**src/rtl/tmr_pkg.sv**
```systemverilog
package tmr_pkg;

    // Register addresses
    localparam logic [1:0] ADDR_CTRL = 2'd0;
    localparam logic [1:0] ADDR_EVT  = 2'd1;
    localparam logic [1:0] ADDR_PSC  = 2'd2;
    localparam logic [1:0] ADDR_ARR  = 2'd3;

    // Control field positions
    localparam int BIT_CEN  = 0;
    localparam int BIT_UDIS = 1;
    localparam int MMS_LSB  = 4;
    localparam int MMS_W    = 3;
    localparam int BIT_TI1S = 7;
    localparam int BIT_UG   = 0;

    // Master-mode codes
    localparam logic [MMS_W-1:0] MM_RESET  = 3'd0;
    localparam logic [MMS_W-1:0] MM_ENABLE = 3'd1;
    localparam logic [MMS_W-1:0] MM_UPDATE = 3'd2;

    typedef enum logic {
        ST_HALT  = 1'b0,
        ST_COUNT = 1'b1
    } run_state_e;

endpackage

```
**src/rtl/tmr_ctrl_regs.sv**
```systemverilog
module tmr_ctrl_regs
    import tmr_pkg::*;
#(
    parameter int DATA_W = 16,
    parameter int CNT_W  = 16,
    parameter int PSC_W  = 16,
    parameter logic [CNT_W-1:0] ARR_RST = '1
) (
    input  logic              clk_i,
    input  logic              rst_n_i,
    input  logic              wr_en_i,
    input  logic [1:0]        wr_addr_i,
    input  logic [DATA_W-1:0] wr_data_i,
    input  logic              trig_start_i,
    output logic              cen_o,
    output logic              udis_o,
    output logic [MMS_W-1:0]  mms_o,
    output logic              ti1s_o,
    output logic              ug_o,
    output logic [PSC_W-1:0]  psc_pre_o,
    output logic [CNT_W-1:0]  arr_pre_o
);

    logic             cen_q, udis_q, ti1s_q;
    logic [MMS_W-1:0] mms_q;
    logic [PSC_W-1:0] psc_pre_q;
    logic [CNT_W-1:0] arr_pre_q;
    logic             wr_ctrl, wr_psc, wr_arr;

    assign wr_ctrl = wr_en_i && (wr_addr_i == ADDR_CTRL);
    assign wr_psc  = wr_en_i && (wr_addr_i == ADDR_PSC);
    assign wr_arr  = wr_en_i && (wr_addr_i == ADDR_ARR);
    assign ug_o    = wr_en_i && (wr_addr_i == ADDR_EVT) && wr_data_i[BIT_UG];

    always_ff @(posedge clk_i or negedge rst_n_i) begin
        if (!rst_n_i) begin
            cen_q  <= 1'b0;
            udis_q <= 1'b0;
            mms_q  <= '0;
            ti1s_q <= 1'b0;
        end else begin
            if (wr_ctrl) begin
                cen_q  <= wr_data_i[BIT_CEN];
                udis_q <= wr_data_i[BIT_UDIS];
                mms_q  <= wr_data_i[MMS_LSB +: MMS_W];
                ti1s_q <= wr_data_i[BIT_TI1S];
            end
            if (trig_start_i) begin
                cen_q <= 1'b1;
            end
        end
    end

    always_ff @(posedge clk_i or negedge rst_n_i) begin
        if (!rst_n_i) begin
            psc_pre_q <= '0;
            arr_pre_q <= ARR_RST;
        end else begin
            if (wr_psc) psc_pre_q <= wr_data_i[PSC_W-1:0];
            if (wr_arr) arr_pre_q <= wr_data_i[CNT_W-1:0];
        end
    end

    assign cen_o     = cen_q;
    assign udis_o    = udis_q;
    assign mms_o     = mms_q;
    assign ti1s_o    = ti1s_q;
    assign psc_pre_o = psc_pre_q;
    assign arr_pre_o = arr_pre_q;

    // a trigger start always leaves the enable set
    p_trig_cen_r8: assert property (@(posedge clk_i) disable iff (!rst_n_i)
        trig_start_i |=> cen_q);

endmodule

```
**src/rtl/tmr_count_fsm.sv**
```systemverilog
module tmr_count_fsm
    import tmr_pkg::*;
#(
    parameter int CNT_W = 16,
    parameter int PSC_W = 16,
    parameter logic [CNT_W-1:0] ARR_RST = '1
) (
    input  logic             clk_i,
    input  logic             rst_n_i,
    input  logic             cnt_en_i,
    input  logic             udis_i,
    input  logic             rst_evt_i,
    input  logic [PSC_W-1:0] psc_pre_i,
    input  logic [CNT_W-1:0] arr_pre_i,
    output logic [CNT_W-1:0] count_o,
    output logic             uev_o,
    output logic             upd_o
);

    run_state_e       state_q, state_d;
    logic [CNT_W-1:0] cnt_q, cnt_d, arr_act_q;
    logic [PSC_W-1:0] psc_q, psc_d, psc_act_q;
    logic             running, tick, wrap, uev, upd_q;

    // State register
    always_ff @(posedge clk_i or negedge rst_n_i) begin
        if (!rst_n_i) state_q <= ST_HALT;
        else          state_q <= state_d;
    end

    // Transitions: start, stop, stay-halted, keep-counting
    always_comb begin
        state_d = state_q;
        unique case (state_q)
            ST_HALT:  if (cnt_en_i)  state_d = ST_COUNT;
            ST_COUNT: if (!cnt_en_i) state_d = ST_HALT;
            default:  state_d = ST_HALT;
        endcase
    end

    // Outputs of the state: prescaler tick, wrap, update event
    always_comb begin
        running = (state_q == ST_COUNT);
        tick    = running && !rst_evt_i && (psc_q == psc_act_q);
        wrap    = tick && (cnt_q == arr_act_q);
        uev     = !udis_i && (rst_evt_i || wrap);
        if (rst_evt_i) begin
            cnt_d = '0;
            psc_d = '0;
        end else if (running) begin
            psc_d = (psc_q == psc_act_q) ? '0 : psc_q + 1'b1;
            if (tick) cnt_d = wrap ? '0 : cnt_q + 1'b1;
            else      cnt_d = cnt_q;
        end else begin
            cnt_d = cnt_q;
            psc_d = psc_q;
        end
    end

    always_ff @(posedge clk_i or negedge rst_n_i) begin
        if (!rst_n_i) begin
            cnt_q     <= '0;
            psc_q     <= '0;
            psc_act_q <= '0;
            arr_act_q <= ARR_RST;
            upd_q     <= 1'b0;
        end else begin
            cnt_q <= cnt_d;
            psc_q <= psc_d;
            upd_q <= uev;
            if (uev) begin
                psc_act_q <= psc_pre_i;
                arr_act_q <= arr_pre_i;
            end
        end
    end

    assign count_o = cnt_q;
    assign uev_o   = uev;
    assign upd_o   = upd_q;

    // the count stays within the active reload limit
    p_bound_r2: assert property (@(posedge clk_i) disable iff (!rst_n_i)
        cnt_q <= arr_act_q);
    // halted counter holds
    p_hold_r7: assert property (@(posedge clk_i) disable iff (!rst_n_i)
        (state_q == ST_HALT && !rst_evt_i) |=> (cnt_q == $past(cnt_q)));
    // strobe or slave reset clears the counter
    p_clear_r4: assert property (@(posedge clk_i) disable iff (!rst_n_i)
        rst_evt_i |=> (cnt_q == '0 && psc_q == '0));
    // update-disable suppresses the update pulse
    p_no_upd_r5: assert property (@(posedge clk_i) disable iff (!rst_n_i)
        udis_i |=> !upd_q);
    // active reload changes only on an update event
    p_shadow_r12: assert property (@(posedge clk_i) disable iff (!rst_n_i)
        !upd_q |-> (arr_act_q == $past(arr_act_q)));

endmodule

```
**src/rtl/tmr_trgo_mux.sv**
```systemverilog
module tmr_trgo_mux
    import tmr_pkg::*;
#(
    parameter int NUM_CH = 3
) (
    input  logic              clk_i,
    input  logic              rst_n_i,
    input  logic [MMS_W-1:0]  mms_i,
    input  logic              rst_evt_i,
    input  logic              cnt_en_i,
    input  logic              uev_i,
    input  logic              ti1s_i,
    input  logic [NUM_CH-1:0] ch_i,
    output logic              trgo_o,
    output logic              ti1_o
);

    logic trgo_d, trgo_q;
    logic ch_par;

    always_comb begin
        unique case (mms_i)
            MM_RESET:  trgo_d = rst_evt_i;
            MM_ENABLE: trgo_d = cnt_en_i;
            MM_UPDATE: trgo_d = uev_i;
            default:   trgo_d = 1'b0;
        endcase
    end

    always_ff @(posedge clk_i or negedge rst_n_i) begin
        if (!rst_n_i) trgo_q <= 1'b0;
        else          trgo_q <= trgo_d;
    end

    generate
        if (NUM_CH > 1) begin : g_par
            assign ch_par = ^ch_i;
        end else begin : g_single
            assign ch_par = ch_i[0];
        end
    endgenerate

    assign ti1_o  = ti1s_i ? ch_par : ch_i[0];
    assign trgo_o = trgo_q;

    // unused master-mode codes keep the trigger output low
    p_trgo_idle_r9: assert property (@(posedge clk_i) disable iff (!rst_n_i)
        (mms_i > MM_UPDATE) |=> !trgo_q);

endmodule

```
**src/rtl/tmr_update_core.sv**
```systemverilog
module tmr_update_core
    import tmr_pkg::*;
#(
    parameter int DATA_W = 16,
    parameter int CNT_W  = 16,
    parameter int PSC_W  = 16,
    parameter int NUM_CH = 3,
    parameter logic [CNT_W-1:0] ARR_RST = '1
) (
    input  logic              clk_i,
    input  logic              rst_n_i,
    input  logic              wr_en_i,
    input  logic [1:0]        wr_addr_i,
    input  logic [DATA_W-1:0] wr_data_i,
    input  logic [NUM_CH-1:0] ch_i,
    input  logic              slv_rst_i,
    input  logic              trig_start_i,
    input  logic              gate_i,
    output logic [CNT_W-1:0]  count_o,
    output logic              upd_o,
    output logic              trgo_o,
    output logic              ti1_o
);

    logic             cen, udis, ti1s, ug, rst_evt, cnt_en, uev;
    logic [MMS_W-1:0] mms;
    logic [PSC_W-1:0] psc_pre;
    logic [CNT_W-1:0] arr_pre;

    tmr_ctrl_regs #(
        .DATA_W(DATA_W), .CNT_W(CNT_W), .PSC_W(PSC_W), .ARR_RST(ARR_RST)
    ) u_regs (
        .clk_i        (clk_i),
        .rst_n_i      (rst_n_i),
        .wr_en_i      (wr_en_i),
        .wr_addr_i    (wr_addr_i),
        .wr_data_i    (wr_data_i),
        .trig_start_i (trig_start_i),
        .cen_o        (cen),
        .udis_o       (udis),
        .mms_o        (mms),
        .ti1s_o       (ti1s),
        .ug_o         (ug),
        .psc_pre_o    (psc_pre),
        .arr_pre_o    (arr_pre)
    );

    assign rst_evt = ug || slv_rst_i;
    assign cnt_en  = cen || gate_i;

    tmr_count_fsm #(
        .CNT_W(CNT_W), .PSC_W(PSC_W), .ARR_RST(ARR_RST)
    ) u_count (
        .clk_i     (clk_i),
        .rst_n_i   (rst_n_i),
        .cnt_en_i  (cnt_en),
        .udis_i    (udis),
        .rst_evt_i (rst_evt),
        .psc_pre_i (psc_pre),
        .arr_pre_i (arr_pre),
        .count_o   (count_o),
        .uev_o     (uev),
        .upd_o     (upd_o)
    );

    tmr_trgo_mux #(
        .NUM_CH(NUM_CH)
    ) u_trgo (
        .clk_i     (clk_i),
        .rst_n_i   (rst_n_i),
        .mms_i     (mms),
        .rst_evt_i (rst_evt),
        .cnt_en_i  (cnt_en),
        .uev_i     (uev),
        .ti1s_i    (ti1s),
        .ch_i      (ch_i),
        .trgo_o    (trgo_o),
        .ti1_o     (ti1_o)
    );

endmodule

```
**config.mk**
```make
export PLATFORM = sky130hd
export DESIGN_NAME = tmr_update_core
export DESIGN_NICKNAME = d
export VERILOG_FILES = /design/src/rtl/tmr_pkg.sv /design/src/rtl/tmr_ctrl_regs.sv /design/src/rtl/tmr_count_fsm.sv /design/src/rtl/tmr_trgo_mux.sv /design/src/rtl/tmr_update_core.sv
export SDC_FILE = /design/constraint.sdc
export NUM_CORES = 1
export LEC_CHECK = 0
export CORE_UTILIZATION = 64
export CTS_CLUSTER_SIZE = 14
export DETAILED_ROUTE_END_ITERATION = 8
export GPL_ROUTABILITY_DRIVEN = 1
export PLACE_DENSITY = 0.88
export SLEW_MARGIN = 25
export SYNTH_ARGS = -nofsm -noshare
export SYNTH_HDL_FRONTEND = slang
export SYNTH_SLANG_ARGS = --single-unit
```
**constraint.sdc**
```tcl
create_clock -name clk_i -period 5.6 [get_ports clk_i]
set_clock_uncertainty 0.1 [all_clocks]
set_input_delay 1.12 -clock clk_i [delete_from_list [all_inputs] [get_ports clk_i]]
set_output_delay 1.12 -clock clk_i [all_outputs]
set_load 0.05 [all_outputs]
```
==> results of run 1 <==
[worst min-delay path by stage]
stage / to / slack, ps / cells after the start
2_1_floorplan: u_trgo.trgo_o / 310 / 1
5_1_grt: u_trgo.trgo_o / 360 / 1
4_1_cts: u_trgo.trgo_o / 340 / 1
3_3_place_gp: u_trgo.trgo_o / 320 / 1
3_5_place_dp: u_trgo.trgo_o / 320 / 1
6_report: u_trgo.trgo_o / 340 / 1
[registers in the layout, summed over array words and instances (netlist names)]
name and cells:
u_regs.psc_pre_o 16, u_count.upd_o 1, u_regs.cen_o 1, u_regs.udis_o 1
u_trgo.trgo_o 1, u_count.psc_act_q 16, u_regs.arr_pre_o 16, u_count.running 1
u_count.psc_q 16, u_count.count_o 16, u_count.arr_act_q 16, u_regs.mms_o 3
u_regs.ti1s_o 1
[synth_stat cells, types with 4 or more instances]
cell	number	area, sq um
nand3_1	11	55.1
inv_1	4	15.0
nor2_1	14	52.6
dfstp_2	32	841
nor3b_1	4	30.0
or4_1	7	52.6
o311ai_1	32	280
and4_1	5	43.8
mux2_2	37	417
a21oi_1	7	35.0
a32o_1	9	90.1
clkbuf_1	36	135
nor3_1	6	30.0
buf_6	4	45.0
xor2_1	35	307
nand2_1	51	191
and3_1	7	43.8
nand2b_1	32	200
a31oi_1	46	288
nand4_1	8	50.1
o21ai_0	38	190
dfrtp_1	73	1830
o211ai_1	40	300
nor4_2	9	113
buf_2	12	60.1
o31ai_1	4	30.0
nor4_1	4	25.0
[metrics by stage]
step	power (mW)	instances	instance area, sq um	setup slack [ps]	hold WS (ps)
3_5_place_dp	1.51	711	6460	1550	322
3_3_place_gp	1.47	711	6450	1610	321
5_1_grt	2.07	727	6640	1480	363
2_1_floorplan	1.36	602	6040	2240	306
4_1_cts	1.97	727	6640	1550	338
6_report	1.97	727	6640	1570	338
[power groups by stage]
stage | Sequential [mW] | Clock [mW] | Combinational (mW)
final | 1.04 | 0.465 | 0.464
after floorplan | 1.02 | 0 | 0.342
after global placement | 1.04 | 0 | 0.428
after global routing | 1.06 | 0.499 | 0.512
after CTS | 1.04 | 0.465 | 0.463
after detailed placement | 1.05 | 0 | 0.459
[metal layers]
| layer | track usage, % | routed length (microns) | vias up |
|---|---|---|---|
| li1 | - | - | 2333 |
| met1 | 44.6 | 6350 | 2529 |
| met2 | 47.3 | 6920 | 247 |
| met3 | 4.29 | 920 | 34 |
| met4 | 10.2 | 336 | 0 |
| met5 | 0 | 0 | - |
[worst register-to-register path, stage by stage, from the launching register on]
cell and delay [ps]:
dfrtp_1 720, inv_1 510, buf_4 380, nor2_1 810, nand2_1 200, o21ai_0 260
[area by class of cell]
class                   instances  area share (%)
clock buffers                  10            1.92
clock inverters                 6           0.867
inverters                       4           0.226
multi-input cells             440            47.1
flip-flops and latches        105            40.2
well taps                     111            2.09
repair buffers                 51            7.61
[kinds of logic (layout without fill, tap and decap cells)]
family / after synthesis / in the layout / share of synthesized area (%)
flops: 105 / 105 / 44.2
buf+inv: 57 / 71 / 4.35
simple gates: 170 / 170 / 16.1
compound gates: 195 / 195 / 22.9
mux: 37 / 37 / 6.90
xor+xnor: 36 / 36 / 5.22
fa+ha+maj: 2 / 2 / 0.414
==> results_dict.tcl, run 1 <==
set metrics [dict create \
    via_per_inst 7.07 \
    status "completed" \
    syn_area_sq_um 6040 \
    drt_wl_total_microns 14500 \
    synth-seq-cells 105 \
    cts_tree "yes" \
    dp_hpwl_microns 9550 \
    syn_area_per_cell_sq_um 10.0 \
    report.final.setup_viol 0 \
    area_delta_synth_final_pct 9.96 \
    p_int_mw 1.31 \
    synth_top_flop_cell "dfrtp_1" \
    crit_path_end_kind "primary output" \
    yosysSeqAreaShare_pct 44.2 \
    pin_count 46 \
    gp_congestion 0.882 \
    min_period_over_period_pct 71.9 \
    fp.coreArea_sq_um 9200 \
    slowest_delay_ps 820 \
    crit_type "in -> out" \
    overflow 0 \
    routedWlPerCell_microns 20.0 \
    crit_cells 5 \
    h-tree-depth 3 \
    swShare_pct 33.7 \
    path_cells "clkdlybuf4s50_1, xor2_1, nand2_1, xnor2_1, clkdlybuf4s50_1" \
    seq_area_sq_um 2670 \
    critPathLaunchType "input port" \
    reg2reg_to "u_count.psc_q[3]" \
    grt_pass1_wl_microns 23800 \
    diodes 0 \
    post-cts-setup-buffers 0 \
    dieArea_sq_um 9830 \
    die_w_microns 99.1 \
    post-route-min-period_ps 4030 \
    finalSetupTns_ps 0 \
    clk_root_buffer_cell "clkbuf_8" \
    path_max_fanout 1 \
    cts.sinks 105 \
    initial_core_util_pct 65.7 \
    crit_start "ch_i[2]" \
    io_buffer_count 45 \
    cpMostUsedCell "clkdlybuf4s50_1" \
    syn_inst 602 \
    cp.buffers_inverters 2 \
    reg2regPathDepth 5 \
    final_cell_mix "dfrtp_1, nand2_1, a31oi_1, clkdlybuf4s50_1, o211ai_1" \
    drv_slew 0 \
    multi_input_area_sq_um 3130 \
    relSlewSlack_pct 32.8 \
    drtPass1Iterations 5 \
    max_slew.worst_pin.slew_ps 1000 \
    r2r-start "u_count.running" \
    slowest_stage "clkdlybuf4s50_1" \
    synth_nets 631 \
    max_clock_freq_mhz 248 \
    drc 0 \
    cts_hold_buf 0 \
    final_common_cell "dfrtp_1" \
    r2r_setup_slack_ps 2520 \
    hold_class "reg -> reg" \
    hold_viol 0 \
    switching_power_mw 0.664 \
    cap_violations 0 \
    max-vdd-ir-drop_v 0.000198 \
    cp_top_family "buffers and inverters" \
    rsz0062_at_grt "false" \
    fill_cells 652 \
    grt_usage_pct 30.5 \
    clk_latency_ps 380 \
    clkTransAtPathRegs_ps 110 \
    fin_util_pct 72.2 \
    drive_above_1_share_pct 17.2 \
    ys_warn_count 0 \
    dr_total_vias 5143 \
    rows 35 \
    synthArstFlopShare_pct 100 \
    antenna_found_initial 0 \
    dieHeight_microns 99.1 \
    setup.worst_path.end "ti1_o" \
    ctsResizeCount 0 \
    nets 640 \
    clkPwrFrac_pct 23.6 \
    min-delay-start "u_regs.mms_o[2]" \
    comb_power_share_pct 23.5 \
    postRouteAntennaNets 0 \
    grt_pass1_vias 4681 \
    power_frac_seq_pct 52.9 \
    worst_ep_arrival_time_ps 2810 \
    synth_edf_count 0 \
    power.density_nw_per_um2 297 \
    grt_max_degree 71 \
    worstPathRequired_ps 4380 \
    netlist-cell-type-count 46 \
    drtIter0Drc 619 \
    clockBufferDepth 2 \
    cts_inserted_buffers 9 \
    leakage_nw 2.45 \
]
Note: power is estimated with default switching activity, not from simulation.
==> inputs of run 2 (changes only) <==
- CORE_UTILIZATION: 64 -> 59
- PLACE_DENSITY: 0.88 -> 0.82
- clock period: 5.6 -> 3.76 ns (I/O delays scaled with it)
==> run 2 against run 1 <==
Routed wire length grew 0.25%; sequential share of layout area down 0.51 points; global-route usage shrank 1.4 points; register-to-register slack got worse by 1400 ps; critical endpoint unchanged; first-iteration DRC count is 23% lower; sequential cell count is the same; core utilization fell by 4.0 points; non-clock buffer count rose by 6.
==> results_dict.tcl, run 2 (same netlist as run 1, synthesis figures left out) <==
set metrics [dict create \
    antenna_found_initial 0 \
    power.density_nw_per_um2 440 \
    hold-worst-slack_ps 295 \
    final_cells 755 \
    area_delta_synth_final_pct 11.4 \
    cts.sinks 105 \
    finalSetupTns_ps 0 \
    cts_tree "yes" \
    die_w_microns 103 \
    io_buffer_count 45 \
    setup_ws_ps 489 \
    drive_above_1_share_pct 17.7 \
    max-vdd-ir-drop_v 0.000327 \
    dp_slack_ps 498 \
    cp.buffers_inverters 2 \
    worstPathRequired_ps 2910 \
    drv_slew 0 \
    drc 0 \
    leakage_nw 2.49 \
    h-tree-depth 3 \
    clk_latency_ps 370 \
    fill_cells 740 \
    grt_usage_pct 29.1 \
    gp_congestion 0.828 \
    power.total_mw 2.96 \
    rsz0062_at_grt "false" \
    dieArea_sq_um 10600 \
    grt_pass1_vias 4713 \
    crit_type "in -> out" \
    path_cells "clkdlybuf4s50_1, xor2_1, nand2_1, xnor2_1, clkdlybuf4s50_1" \
    grt_max_degree 85 \
    grt_pass1_wl_microns 23900 \
    hold_viol 0 \
    cap_violations 0 \
    hold_class "in -> async" \
    fp.coreArea_sq_um 9860 \
    drtIter0Drc 476 \
    slowest_delay_ps 820 \
    fin_area_sq_um 6730 \
    fin_util_pct 68.2 \
    postRouteAntennaNets 0 \
    cp_top_family "buffers and inverters" \
    relSlewSlack_pct 33.2 \
    report.final.setup_viol 0 \
    dp_cells 739 \
    reg2regPathDepth 6 \
    critPathLaunchType "input port" \
    clkTransAtPathRegs_ps 90 \
    drtPass1Iterations 5 \
    max_clock_freq_mhz 306 \
    slowest_stage "clkdlybuf4s50_1" \
    path_max_fanout 1 \
    pin_count 46 \
    rows 36 \
    drt_wl_total_microns 14600 \
    crit_cells 5 \
    ctsResizeCount 0 \
    routedWlPerCell_microns 19.3 \
    dieHeight_microns 103 \
    diodes 0 \
    dp_hpwl_microns 9620 \
    dr_total_vias 5162 \
    clockBufferDepth 2 \
    overflow 0 \
    clk_root_buffer_cell "clkbuf_8" \
    nets 646 \
    final_common_cell "dfrtp_1" \
    post-route-min-period_ps 3270 \
    crit_path_end_kind "primary output" \
    status "completed" \
    final_cell_mix "dfrtp_1, nand2_1, a31oi_1, clkdlybuf4s50_1, o211ai_1" \
    initial_core_util_pct 61.2 \
    cpMostUsedCell "clkdlybuf4s50_1" \
    worst_ep_arrival_time_ps 2420 \
    min_period_over_period_pct 87.0 \
    cts_inserted_buffers 9 \
    place_area_sq_um 6520 \
    max_slew.worst_pin.slew_ps 999 \
    via_per_inst 6.84 \
    cts_hold_buf 0 \
    post-cts-setup-buffers 0 \
]
==> run 2: changes by cell type in the layout (fill, tap and decap cells not counted), sizes merged <==
cell | previous run | this run
bufinv | 0 | 1
clkbuf | 10 | 13
buf | 7 | 13
inv | 9 | 4
clkinv | 1 | 2
==> run 2: cell type report <==
cell class	instances	area [sq um]	share of cell area, %
Clock buffer	13	159	2.36
Multi-Input combinational cell	440	3120	46.4
Inverter	4	15.0	0.223
Timing Repair Buffer	57	554	8.24
Sequential cell	105	2670	39.7
Clock inverter	3	40.0	0.595
Tap cell	133	166	2.47
==> run 2: path summary, 6_finish.rpt <==
| path | startpoint | to | slack, ps |
|---|---|---|---|
| max | ch_i[2] | ti1_o | 490 |
| min reg2reg | u_regs.mms_o[2] | u_trgo.trgo_o | 350 |
| max in group asynchronous | rst_n_i | u_count.count_o[13] | 2510 |
| min in group clk_i | u_regs.mms_o[2] | u_trgo.trgo_o | 350 |
| max reg2reg | u_count.psc_q[5] | u_count.psc_act_q[10] | 1150 |
| min | rst_n_i | u_count.psc_q[14] | 290 |
==> run 2: report_power, final <==
part | internal (mW) | switching [mW] | leakage, nW
clock network | 0.343 | 0.376 | 0.103
registers | 1.36 | 0.193 | 1.24
logic | 0.329 | 0.358 | 1.14
==> run 2: metal layers <==
metal | track usage (%) | up-vias | wire length, microns
li1 | - | 2349 | -
met1 | 41.6 | 2571 | 6470
met2 | 45.7 | 217 | 6970
met3 | 5.04 | 25 | 910
met4 | 8.78 | 0 | 216
met5 | 0 | - | 0
==> run 2: worst register-to-register path: cells and delay by family (launching register included) <==
| kind | cells | cell delay, ps |
|---|---|---|
| AOI/OAI and AO/OA | 1 | 490 |
| xor gates and xnor gates | 1 | 200 |
| buffers and inverters | 1 | 210 |
| DFF | 1 | 480 |
| and+or+nand+nor | 3 | 1020 |
==> inputs of run 3 (changes only) <==
- CORE_MARGIN: unset -> 2
- PLACE_DENSITY: 0.82 -> 0.8
- clock period: 3.76 -> 3.5 ns (I/O delays scaled with it)
==> run 3 against run 2 <==
Cell count grew 0.79%; register-to-register slack lost 580 ps; die area grew 3.9%; highest routed layer unchanged.
==> results_dict.tcl, run 3 (same netlist as run 1, synthesis figures left out) <==
set metrics [dict create \
    status "completed" \
    antenna_found_initial 0 \
    die_w_microns 105 \
    grt_pass1_vias 5032 \
    grt_usage_pct 29.0 \
    hold_class "in -> async" \
    postRouteAntennaNets 0 \
    cts.sinks 105 \
    gp_congestion 0.879 \
    max_slew.worst_pin.slew_ps 793 \
    final_cells 761 \
    rsz0062_at_grt "false" \
    place_area_sq_um 6590 \
    hold-worst-slack_ps 179 \
    maxUsedRoutingLayer "met4" \
    diodes 0 \
    final_common_cell "dfrtp_1" \
    report.final.setup_viol 0 \
    cts_tree "yes" \
    relSlewSlack_pct 47.1 \
    dr_total_vias 5200 \
    fin_util_pct 68.8 \
    max-vdd-ir-drop_v 0.000479 \
    io_buffer_count 45 \
    overflow 0 \
    initial_core_util_pct 61.2 \
    crit_path_end_kind "register" \
    fin_area_sq_um 6780 \
    drv_slew 0 \
    ctsResizeCount 0 \
    area_delta_synth_final_pct 12.3 \
    clk_root_buffer_cell "clkbuf_8" \
    rows 36 \
    drtPass1Iterations 6 \
    clkTransAtPathRegs_ps 100 \
    power.density_nw_per_um2 471 \
    wl_met3_microns 958 \
    path_max_fanout 56 \
    post-cts-setup-buffers 0 \
    min_period_over_period_pct 83.6 \
    dp_cells 745 \
    dp_hpwl_microns 10000 \
    drtIter0Drc 557 \
    dieHeight_microns 105 \
    grt_pass1_wl_microns 25600 \
    cap_violations 0 \
    worst_ep_arrival_time_ps 3070 \
    clockBufferDepth 2 \
    multi_input_area_sq_um 3120 \
    dieArea_sq_um 11100 \
    drc 0 \
    wirelength_met1_microns 6750 \
    leakage_nw 2.52 \
    cts_hold_buf 0 \
    worstPathRequired_ps 3640 \
    nets 652 \
    seq_area_sq_um 2670 \
    final_cell_mix "dfrtp_1, nand2_1, a31oi_1, clkdlybuf4s50_1, o211ai_1" \
    fill_cells 726 \
    routedWlPerCell_microns 19.6 \
    pin_count 46 \
    via_per_inst 6.83 \
    dr_wl_met2_microns 6990 \
    finalSetupTns_ps 0 \
    h-tree-depth 3 \
    hold_viol 0 \
    post-route-min-period_ps 2930 \
    drt_wl_total_microns 14900 \
    crit_type "reg -> reg" \
    grt_max_degree 110 \
    cts_inserted_buffers 9 \
    drive_above_1_share_pct 18.6 \
    max_clock_freq_mhz 342 \
    clk_latency_ps 390 \
    critPathLaunchType "register" \
    fp.coreArea_sq_um 9860 \
]
-- run 3: path summary, 6_finish.rpt --
kind                                      start               endpoint  slack [ps]  depth (start not counted)
max reg2reg                u_count.arr_act_q[9]  u_count.psc_act_q[15]         570                          6
min                                     rst_n_i      u_count.psc_q[14]         180                          1
max in group asynchronous               rst_n_i   u_regs.arr_pre_o[11]        2380                          2
min in group clk_i              u_regs.mms_o[2]          u_trgo.trgo_o         400                          1
min reg2reg                     u_regs.mms_o[2]          u_trgo.trgo_o         400                          1
max                        u_count.arr_act_q[9]  u_count.psc_act_q[15]         570                          6
-- run 3: metrics by stage --
stage          total power, mW  setup slack, ps
2_1_floorplan             2.17              978
3_3_place_gp              2.38              714
3_5_place_dp              2.43              621
4_1_cts                   3.20              649
5_1_grt                   3.38              467
6_report                  3.19              573
-- run 3: area by class of cell --
type	count	area share (%)
clock buffers	11	1.94
clock inverters	5	0.904
inverters	4	0.221
multi-input cells	440	46.1
flip-flops and latches	105	39.3
well taps	133	2.45
repair buffers	63	9.11
-- run 3: worst max-delay path: stages, from the launching register on --
cell,delay [ps]
dfstp_2,600
xor2_1,100
nor4_2,340
nand4_1,650
buf_4,570
a31oi_1,260
o311ai_1,140
-- run 3: power by group --
| part | internal (mW) | total, mW | switching (mW) | leakage, nW |
|---|---|---|---|---|
| clock | 0.338 | 0.768 | 0.430 | 0.0987 |
| combinational | 0.362 | 0.743 | 0.380 | 1.18 |
| sequential | 1.46 | 1.68 | 0.220 | 1.24 |
-- run 3: metal layers --
metal | GRT usage [%] | up-vias
met5 | 0 | -
met1 | 41.3 | 2601
met3 | 6.24 | 24
met4 | 8.38 | 0
li1 | - | 2357
met2 | 44.8 | 218
